File: config.mk
export PLATFORM = sky130hd
export DESIGN_NAME = ringEngine
export DESIGN_NICKNAME = d
export VERILOG_FILES = /design/src/rtl/ringEnginePkg.sv /design/src/rtl/ringCtrl.sv /design/src/rtl/ringDatapath.sv /design/src/rtl/ringEngine.sv
export SDC_FILE = /design/constraint.sdc
export NUM_CORES = 1
export LEC_CHECK = 0
export BUFFER_PORTS_ARGS = -buffer_cell sky130_fd_sc_hd__buf_2
export CORE_UTILIZATION = 63
export CTS_BUF_LIST = sky130_fd_sc_hd__clkbuf_16
export DETAILED_ROUTE_END_ITERATION = 8
export PLACE_DENSITY = 0.9
export SYNTH_ARGS = -nofsm -noshare
export SYNTH_HDL_FRONTEND = slang
export SYNTH_SLANG_ARGS = --single-unit
File: constraint.sdc
create_clock -name clk -period 5.3 [get_ports clk]
set_input_delay 0.795 -clock clk [delete_from_list [all_inputs] [get_ports clk]]
set_output_delay 0.795 -clock clk [all_outputs]
set_load 0.005 [all_outputs]
File: src/rtl/ringEnginePkg.sv
package ringEnginePkg;

  localparam int ADDR_W    = 64;
  localparam int DATA_W    = 32;
  localparam int SQE_LAST  = 7;   // last word index of a submission entry
  localparam int CQE_LAST  = 3;   // last word index of a completion entry
  localparam int SQE_SHIFT = 5;   // 32-byte entries
  localparam int CQE_SHIFT = 4;   // 16-byte entries

  localparam logic [3:0]  OP_COPY   = 4'h4;
  localparam logic [14:0] STAT_OK   = 15'd0;
  localparam logic [14:0] STAT_BADOP = 15'd1;

  typedef enum logic [2:0] {
    ST_IDLE,
    ST_FETCH,
    ST_DECODE,
    ST_RD,
    ST_WR,
    ST_CPL,
    ST_COMMIT
  } engState_t;

  typedef enum logic [1:0] {
    SEL_SQ,
    SEL_SRC,
    SEL_DST,
    SEL_CQ
  } busSel_t;

  typedef struct packed {
    logic    clrAll;
    logic    startEntry;
    logic    capWord;
    logic    startCopy;
    logic    capData;
    logic    stepCopy;
    logic    startCpl;
    logic    stepCpl;
    logic    commit;
    busSel_t sel;
  } ctrlStrobe_t;

endpackage

File: src/rtl/ringCtrl.sv
module ringCtrl
  import ringEnginePkg::*;
(
  input  logic        clk,
  input  logic        rstN,
  input  logic        qReset,
  input  logic        enable,
  input  logic        pause,
  input  logic        memAck,
  input  logic        workReady,
  input  logic        fetchLast,
  input  logic        opIsCopy,
  input  logic        lenZero,
  input  logic        copyLast,
  input  logic        cplLast,
  output ctrlStrobe_t stb,
  output logic        memReq,
  output logic        memWe
);

  engState_t state, stateNext;

  always_ff @(posedge clk or negedge rstN) begin
    if (!rstN) state <= ST_IDLE;
    else       state <= stateNext;
  end

  always_comb begin
    stb       = '0;
    stb.sel   = SEL_SQ;
    memReq    = 1'b0;
    memWe     = 1'b0;
    stateNext = state;
    if (qReset) begin
      stb.clrAll = 1'b1;
      stateNext  = ST_IDLE;
    end else begin
      unique case (state)
        ST_IDLE: begin
          if (enable && !pause && workReady) begin
            stb.startEntry = 1'b1;
            stateNext      = ST_FETCH;
          end
        end
        ST_FETCH: begin
          memReq  = 1'b1;
          stb.sel = SEL_SQ;
          if (memAck) begin
            stb.capWord = 1'b1;
            if (fetchLast) stateNext = ST_DECODE;
          end
        end
        ST_DECODE: begin
          if (!opIsCopy || lenZero) begin
            stb.startCpl = 1'b1;
            stateNext    = ST_CPL;
          end else begin
            stb.startCopy = 1'b1;
            stateNext     = ST_RD;
          end
        end
        ST_RD: begin
          memReq  = 1'b1;
          stb.sel = SEL_SRC;
          if (memAck) begin
            stb.capData = 1'b1;
            stateNext   = ST_WR;
          end
        end
        ST_WR: begin
          memReq  = 1'b1;
          memWe   = 1'b1;
          stb.sel = SEL_DST;
          if (memAck) begin
            stb.stepCopy = 1'b1;
            if (copyLast) begin
              stb.startCpl = 1'b1;
              stateNext    = ST_CPL;
            end else begin
              stateNext = ST_RD;
            end
          end
        end
        ST_CPL: begin
          memReq  = 1'b1;
          memWe   = 1'b1;
          stb.sel = SEL_CQ;
          if (memAck) begin
            stb.stepCpl = 1'b1;
            if (cplLast) stateNext = ST_COMMIT;
          end
        end
        ST_COMMIT: begin
          stb.commit = 1'b1;
          stateNext  = ST_IDLE;
        end
        default: stateNext = ST_IDLE;
      endcase
    end
  end

endmodule

File: src/rtl/ringDatapath.sv
module ringDatapath
  import ringEnginePkg::*;
#(
  parameter int PTR_W = 10
) (
  input  logic                clk,
  input  logic                rstN,
  input  ctrlStrobe_t         stb,
  input  logic [ADDR_W-1:0]   sqBase,
  input  logic [ADDR_W-1:0]   cqBase,
  input  logic [PTR_W-1:0]    depthM1,
  input  logic [PTR_W-1:0]    sqTail,
  input  logic [PTR_W-1:0]    cqHeadSw,
  input  logic [DATA_W-1:0]   memRdata,
  output logic [ADDR_W-1:0]   memAddr,
  output logic [DATA_W-1:0]   memWdata,
  output logic [PTR_W-1:0]    sqHead,
  output logic [PTR_W-1:0]    cqTail,
  output logic                cplEvent,
  output logic                workReady,
  output logic                fetchLast,
  output logic                opIsCopy,
  output logic                lenZero,
  output logic                copyLast,
  output logic                cplLast
);

  localparam int IDX_W = $clog2(SQE_LAST + 1);
  localparam int REM_W = DATA_W - 1;

  function automatic logic [PTR_W-1:0] wrapInc(input logic [PTR_W-1:0] p,
                                               input logic [PTR_W-1:0] lim);
    return (p == lim) ? '0 : p + 1'b1;
  endfunction

  logic [IDX_W-1:0]  wIdx;
  logic [3:0]        opcode;
  logic              ieFlag;
  logic [DATA_W-1:0] lenBytes;
  logic [ADDR_W-1:0] srcAddr;
  logic [ADDR_W-1:0] dstAddr;
  logic [DATA_W-1:0] dataReg;
  logic [REM_W-1:0]  remWords;
  logic [14:0]       status;

  logic [PTR_W-1:0]  sqHeadNext;
  logic [PTR_W-1:0]  cqTailNext;
  logic [ADDR_W-1:0] sqSlotAddr;
  logic [ADDR_W-1:0] cqSlotAddr;

  assign sqHeadNext = wrapInc(sqHead, depthM1);
  assign cqTailNext = wrapInc(cqTail, depthM1);
  assign workReady  = (sqHead != sqTail) && (cqTailNext != cqHeadSw);
  assign fetchLast  = (wIdx == IDX_W'(SQE_LAST));
  assign cplLast    = (wIdx == IDX_W'(CQE_LAST));
  assign opIsCopy   = (opcode == OP_COPY);
  assign lenZero    = (lenBytes == '0);
  assign copyLast   = (remWords == REM_W'(1));

  assign sqSlotAddr = sqBase + (ADDR_W'(sqHead) << SQE_SHIFT) + ADDR_W'({wIdx, 2'b00});
  assign cqSlotAddr = cqBase + (ADDR_W'(cqTail) << CQE_SHIFT) + ADDR_W'({wIdx[1:0], 2'b00});

  always_comb begin
    unique case (stb.sel)
      SEL_SQ:  memAddr = sqSlotAddr;
      SEL_SRC: memAddr = srcAddr;
      SEL_DST: memAddr = dstAddr;
      default: memAddr = cqSlotAddr;
    endcase
  end

  always_comb begin
    memWdata = '0;
    if (stb.sel == SEL_DST) begin
      memWdata = dataReg;
    end else if (stb.sel == SEL_CQ) begin
      unique case (wIdx[1:0])
        2'd2:    memWdata = DATA_W'(sqHeadNext);
        2'd3:    memWdata = {status, 1'b1, 16'h0000};
        default: memWdata = '0;
      endcase
    end
  end

  always_ff @(posedge clk or negedge rstN) begin
    if (!rstN) begin
      wIdx     <= '0;
      opcode   <= '0;
      ieFlag   <= 1'b0;
      lenBytes <= '0;
      srcAddr  <= '0;
      dstAddr  <= '0;
      dataReg  <= '0;
      remWords <= '0;
      status   <= STAT_OK;
      sqHead   <= '0;
      cqTail   <= '0;
      cplEvent <= 1'b0;
    end else if (stb.clrAll) begin
      wIdx     <= '0;
      sqHead   <= '0;
      cqTail   <= '0;
      cplEvent <= 1'b0;
    end else begin
      cplEvent <= 1'b0;
      if (stb.startEntry || stb.startCpl) wIdx <= '0;
      if (stb.capWord || stb.stepCpl)     wIdx <= wIdx + 1'b1;
      if (stb.capWord) begin
        unique case (wIdx)
          3'd0: begin
            opcode <= memRdata[3:0];
            ieFlag <= memRdata[8];
          end
          3'd3:    lenBytes              <= memRdata;
          3'd4:    srcAddr[31:0]         <= memRdata;
          3'd5:    srcAddr[ADDR_W-1:32]  <= memRdata;
          3'd6:    dstAddr[31:0]         <= memRdata;
          3'd7:    dstAddr[ADDR_W-1:32]  <= memRdata;
          default: ;
        endcase
      end
      if (stb.startCpl)  status   <= opIsCopy ? STAT_OK : STAT_BADOP;
      if (stb.startCopy) remWords <= lenBytes[DATA_W-1:2] + REM_W'(|lenBytes[1:0]);
      if (stb.capData)   dataReg  <= memRdata;
      if (stb.stepCopy) begin
        srcAddr  <= srcAddr + ADDR_W'(4);
        dstAddr  <= dstAddr + ADDR_W'(4);
        remWords <= remWords - 1'b1;
      end
      if (stb.commit) begin
        sqHead   <= sqHeadNext;
        cqTail   <= cqTailNext;
        cplEvent <= ieFlag;
      end
    end
  end

endmodule

File: src/rtl/ringEngine.sv
module ringEngine
  import ringEnginePkg::*;
#(
  parameter int PTR_W = 10
) (
  input  logic              clk,
  input  logic              rstN,
  input  logic              qReset,
  input  logic              enable,
  input  logic              pause,
  input  logic [63:0]       sqBase,
  input  logic [63:0]       cqBase,
  input  logic [PTR_W-1:0]  depthM1,
  input  logic [PTR_W-1:0]  sqTail,
  input  logic [PTR_W-1:0]  cqHeadSw,
  output logic              memReq,
  output logic              memWe,
  output logic [63:0]       memAddr,
  output logic [31:0]       memWdata,
  input  logic              memAck,
  input  logic [31:0]       memRdata,
  output logic [PTR_W-1:0]  sqHead,
  output logic [PTR_W-1:0]  cqTail,
  output logic              cplEvent
);

  ctrlStrobe_t stb;
  logic workReady, fetchLast, opIsCopy, lenZero, copyLast, cplLast;

  ringCtrl u_ctrl (
    .clk       (clk),
    .rstN      (rstN),
    .qReset    (qReset),
    .enable    (enable),
    .pause     (pause),
    .memAck    (memAck),
    .workReady (workReady),
    .fetchLast (fetchLast),
    .opIsCopy  (opIsCopy),
    .lenZero   (lenZero),
    .copyLast  (copyLast),
    .cplLast   (cplLast),
    .stb       (stb),
    .memReq    (memReq),
    .memWe     (memWe)
  );

  ringDatapath #(.PTR_W(PTR_W)) u_dp (
    .clk       (clk),
    .rstN      (rstN),
    .stb       (stb),
    .sqBase    (sqBase),
    .cqBase    (cqBase),
    .depthM1   (depthM1),
    .sqTail    (sqTail),
    .cqHeadSw  (cqHeadSw),
    .memRdata  (memRdata),
    .memAddr   (memAddr),
    .memWdata  (memWdata),
    .sqHead    (sqHead),
    .cqTail    (cqTail),
    .cplEvent  (cplEvent),
    .workReady (workReady),
    .fetchLast (fetchLast),
    .opIsCopy  (opIsCopy),
    .lenZero   (lenZero),
    .copyLast  (copyLast),
    .cplLast   (cplLast)
  );

endmodule

After elaboration in Yosys (flattened, before gate mapping). Cells that the tools add are included.

Equal/unequal tests: 29. $mul: 0. Magnitude comparators: 0. Multiplexer cells: 58. Div/mod/pow operators: 0. Reduce and logical (&&, ||, !) cells: 33. Shift-type cells: 0. $add $sub $neg: 11. Bitwise gates (word level): 1.

Operators by type and width (count): 2-to-1 mux 64 bit (4); 2-to-1 mux 32 bit (6); case mux 64 bit (3 select lines) (1); adder 64 x 3 -> 64 bit (second input constant) (2); 2-to-1 mux 10 bit (7); adder 64 x 14 -> 64 bit (1); adder 64 x 15 -> 64 bit (1); adder 64 x 4 -> 64 bit (1); adder 64 x 5 -> 64 bit (1); case mux 32 bit (2 select lines) (1); 2-to-1 mux 31 bit (2); 2-to-1 mux 3 bit (13); logical NOT 32 bit (1); adder 30 x 1 -> 31 bit (1); equality test 31 x 1 -> 1 bit (second input constant) (1); subtractor 31 x 1 -> 31 bit (second input constant) (1); equality test 3 bit (second input constant) (7); adder 10 x 1 -> 10 bit (second input constant) (2); equality test 10 bit (2); 2-to-1 mux 1 bit (20); != test 10 bit (2); != test 3 bit (second input constant) (6); case mux 3 bit (6 select lines) (1); AND reduction 3 bit (6); other kinds (22) (42).

Register bits after elaboration: 270. Memories kept: 0. Output and inout port bits: 119. Logic and storage cells: 147. Memory bits (writable): 0. Bits of input ports: 196. Bits in read-only memories: 0. Latch bits: 0.

Depth between registers and ports, before layout.
Depth after elaboration: 12. Depth in mapped cells: 12.

Cells and area by module. Synthesis repeated with hierarchy kept, for this count alone.

Cell total of the unflattened synthesis: 2482. Area, all modules: 20176.9 µm².

By module, submodules not included: ringDatapath (cells each 2427, times used 1, area each 19785.2 µm²); ringCtrl (cells each 55, times used 1, area each 391.6 µm²).

Least setup slack after synthesis. Ideal clock, no wire load.

Path type: input to output. Start point: input port sqBase[2]. End point: output port memAddr[34]. Cell stages on the path: 12. Setup slack: 1423 ps. Data arrival time: 3082 ps. Path buffers: 1. Cells stage by stage: ha_1 inv_1 fa_1 nor2b_1 o21a_1 o211ai_1 a32oi_1 a221oi_2 clkbuf_1 o21a_1 o21ai_0 a32oi_1.

Cells in the longest elaborated chain, start to end: 3.

RTL lines: start, declared (RTL line ringEngine.sv:11) `input logic [63:0] sqBase,`; adder 64 x 15 -> 64 bit (RTL line ringDatapath.sv:60) `assign sqSlotAddr = sqBase + (ADDR_W'(sqHead) << SQE_SHIFT) + ADDR_W'({wIdx, 2'b00});`; adder 64 x 5 -> 64 bit (RTL line ringDatapath.sv:60); case mux 64 bit (3 select lines) (RTL line ringDatapath.sv:64) `unique case (stb.sel)`; end, declared (RTL line ringEngine.sv:18) `output logic [63:0] memAddr,`.

Every way passes these cells.

Worst setup path after layout.
Start point: register u_dp.cqTail[0]. End point: output port memAddr[61].

Cells in the longest elaborated chain, start to end: 3.

RTL lines: start, declared (RTL line ringDatapath.sv:18) `output logic [PTR_W-1:0] cqTail,`; start signal, assigned (RTL line ringDatapath.sv:132) `cqTail <= cqTailNext;`; adder 64 x 14 -> 64 bit (RTL line ringDatapath.sv:61) `assign cqSlotAddr = cqBase + (ADDR_W'(cqTail) << CQE_SHIFT) + ADDR_W'({wIdx[1:0], 2'b00});`; adder 64 x 4 -> 64 bit (RTL line ringDatapath.sv:61); case mux 64 bit (3 select lines) (RTL line ringDatapath.sv:64).

Every way passes these cells.

==> flow_summary.toml <==
[die]
die_area_um2 = 31400
start_util_pct = 64.7
core_area_um2 = 29900
dieHeight_um = 177
rows = 63
ios = 315
fp.dieW_um = 177

[detailed_routing]
drtAntennaViolNets = 0
dr_wl_met2_mm = 33.6
drc = 0
met3_length_mm = 9.28
highest_layer = "met5"
num_vias = 21400
dr.pass1.iters = 9
wl_mm = 74.0
drt_iter0_drc = 2973
wl_met1_mm = 25.4
wire_per_inst_um = 24.9
viasPerCell = 7.21

[setup_path]
end_kind = "output port"
reg2regPathDepth = 8
crit_type = "register to output port"
critPathSlowestCell = "o21ai_0"
cpPeakStageDelay_ps = 550
cp-start-kind = "register"
path_cells = "ha_1 -> a21oi_1 -> o21ai_0 -> a32oi_1 -> o311ai_0 -> o41ai_1 -> a221oi_1 -> o21ai_0 -> buf_2"
worst_path_most_repeated_cell = "o21ai_0"
r2r-start = "u_dp.cqTail[0]"
rrSetupSlack_ps = 1730
critPathMaxFanout = 9
crit_required_ps = 4510
r2r-end = "u_ctrl.state[0]"
worstPathArrival_ps = 4150

[global_routing]
grt_max_degree = 112
antenna_found_initial = 2
grt_usage_pct = 46.2
grt_pass1_vias = 20200
grt_first_pass_wirelength_mm = 112
gr-total-overflow = 0

[synth]
yosys.area.top_type = "dfrtp_1"
ys_seq_elements = 256
ys_types = 90
yosysWarnings = 0
postSynthAreaPerCell_um2 = 8.36
postSynthNetCount = 2550
synth_ff_type = "dfrtp_1"
syn-cell-area_um2 = 19300
synth_top_area_share_pct = 33.1
synthTopCellsByArea = "dfrtp_1 33%, xnor2_1 4.9%, nor2_1 4.7%"
syn_inst = 2312
yosysSeqAreaShare_pct = 33.1
synthArstFlopShare_pct = 100
synth_edf_count = 0

[clock_tree]
htree_num_levels = 1
root_buffer = "clkbuf_16"
path_clk_slew_ps = 60
cts_buffers = 28
cts_setup_buffers = 0
cts_tree = "yes"
postCtsResizedCells = 0
cts_sinks = 256
cts_buffer_depth = 3
insertion_delay_ps = 570
ctsHoldBuffers = 0

[worst_hold_path]
worstHoldPathType = "input pin to async pin"

[layout]
final_util_pct = 74.1
drive_above_1_share_pct = 19.7
multi_input_area_um2 = 12200
fill_cells = 2270
layout.nets = 2793
seq_area_um2 = 6410
area_delta_synth_final_pct = 14.5
design_area_um2 = 22100

[power]
ir_drop_uv = 302
pwr-share-comb_pct = 20.2
finalPower_uw = 5730
switchingPower_uw = 1840
seqPwrFrac_pct = 44.3
power_density_nw_per_um2 = 259
swShare_pct = 32.1
p_leak_uw = 0.00959
p_int_uw = 3890
pwr-share-clk_pct = 35.5

[placed_design]
dpl_cell_area_um2 = 21200
port_buffers = 314
hpwlAfterDp_mm = 53.2
gp_congestion = 1.03

[timing]
fmax_mhz = 202
hold_violations = 0
slew_headroom_pct = 9.10
fin_crit_ps = 4950
clock_skew_ps = 27.2
setup_tns_ps = 0
final-setup-viol-count = 0
whs_ps = 309
rsz0062_at_grt = "false"
maxSlewViolCount = 0
min_period_over_period_pct = 93.4
worst_pin_slew_ps = 1360

[flow_run]
maxCapViolCount = 0

[outcome]
status = "finished clean"
## registers in the layout (all words and copies together), names as in the netlist
register	flops
u_dp.sqHead	10
u_dp.dataReg	32
u_dp.opcode	4
u_dp.status	1
u_dp.srcAddr	64
u_dp.remWords	31
u_dp.cplEvent	1
u_dp.dstAddr	64
u_dp.wIdx	3
u_dp.lenBytes	32
u_dp.cqTail	10
u_ctrl.state	3
u_dp.ieFlag	1
## logic make-up (layout without fill, tap and decap cells)
kind of cell | count (synthesis) | in the layout | share of synthesized area [%]
and+or+nand+nor | 948 | 948 | 25.3
AOI/OAI and AO/OA | 637 | 637 | 23.0
DFF | 256 | 256 | 33.1
buffers and inverters | 182 | 446 | 3.68
xor gates and xnor gates | 173 | 173 | 7.84
muxes | 74 | 74 | 4.27
adders and majority gates | 42 | 42 | 2.80
other | 0 | 1 | 0
## area by class of cell
type,count,share of cell area (%)
clock buffers,28,3.17
inverters,45,0.764
clock inverters,23,1.12
flip-flops and latches,256,29.0
multi-input cells,1874,55.3
repair buffers,350,8.43
well taps,390,2.21
diodes,1,0.0113
## power by group through the flow
stage / combinational, uW / sequential (uW) / clock [uW]
5_1_grt: 1250 / 2560 / 2110
6_report: 1160 / 2540 / 2040
3_3_place_gp: 1070 / 2530 / 0
3_5_place_dp: 1110 / 2540 / 0
2_1_floorplan: 685 / 2420 / 0
4_1_cts: 1130 / 2510 / 2030
## how the worst max path moves through the flow
stage | startpoint | to | slack (ps)
floorplan | sqBase[2] | memAddr[34] | 1420
global placement | sqBase[2] | memAddr[18] | 830
detailed placement | sqBase[2] | memAddr[18] | 750
CTS | u_dp.wIdx[0] | memAddr[38] | 470
global route | u_dp.wIdx[0] | memAddr[30] | 90
finish | u_dp.cqTail[0] | memAddr[61] | 350
## synthesized netlist by cell type (45+ instances only)
cell and n:
a21oi_1 94, xnor2_1 109, nand2_1 211, dfrtp_1 256, xor2_1 64, o21ai_0 161
nand4_1 55, nand3_1 100, mux2_2 67, inv_1 45, clkbuf_1 106, nor3_1 58
nor2_1 243, a211oi_1 61, nor4_1 45, and3_1 72
## cells in the final DEF, fill, tap and decap left out, types with 15 or more instances in the layout
cell,count
nand4_1,55
mux2_2,67
a22oi_1,20
o21ai_0,161
or3_1,15
and4_1,18
buf_2,313
nor2_1,241
dfrtp_1,256
ha_1,40
a311oi_1,44
xor2_1,64
inv_1,45
xnor2_1,109
nand2b_1,19
a32oi_1,19
clkbuf_16,28
a222oi_1,19
o211ai_1,27
o31a_1,16
a21oi_1,94
nand2_1,211
nor3_1,58
buf_4,35
nor4_1,45
nand3_1,100
and2_1,42
a221oi_1,21
and3_1,71
a211oi_1,61
o22ai_1,19
o21a_1,17
## worst max-delay path: cells and delay by family, from the launching register on
family | cells | cell delay, ps
fa+ha+maj | 1 | 400
flops | 1 | 530
buf+inv | 1 | 170
compound gates | 7 | 2490
## per-layer routing
layer	global-route usage, %	up-vias
met1	55.9	10100
met5	0	-
met4	29.0	2
met2	74.0	1619
li1	-	9206
met3	11.1	429
## through the flow
step,worst slack (ps),instances
after floorplan,1420,2312
after global placement,829,2915
after detailed placement,750,2915
after CTS,465,2966
after global routing,89.9,2966
final,350,2967
(Power assumes the default switching activity.)
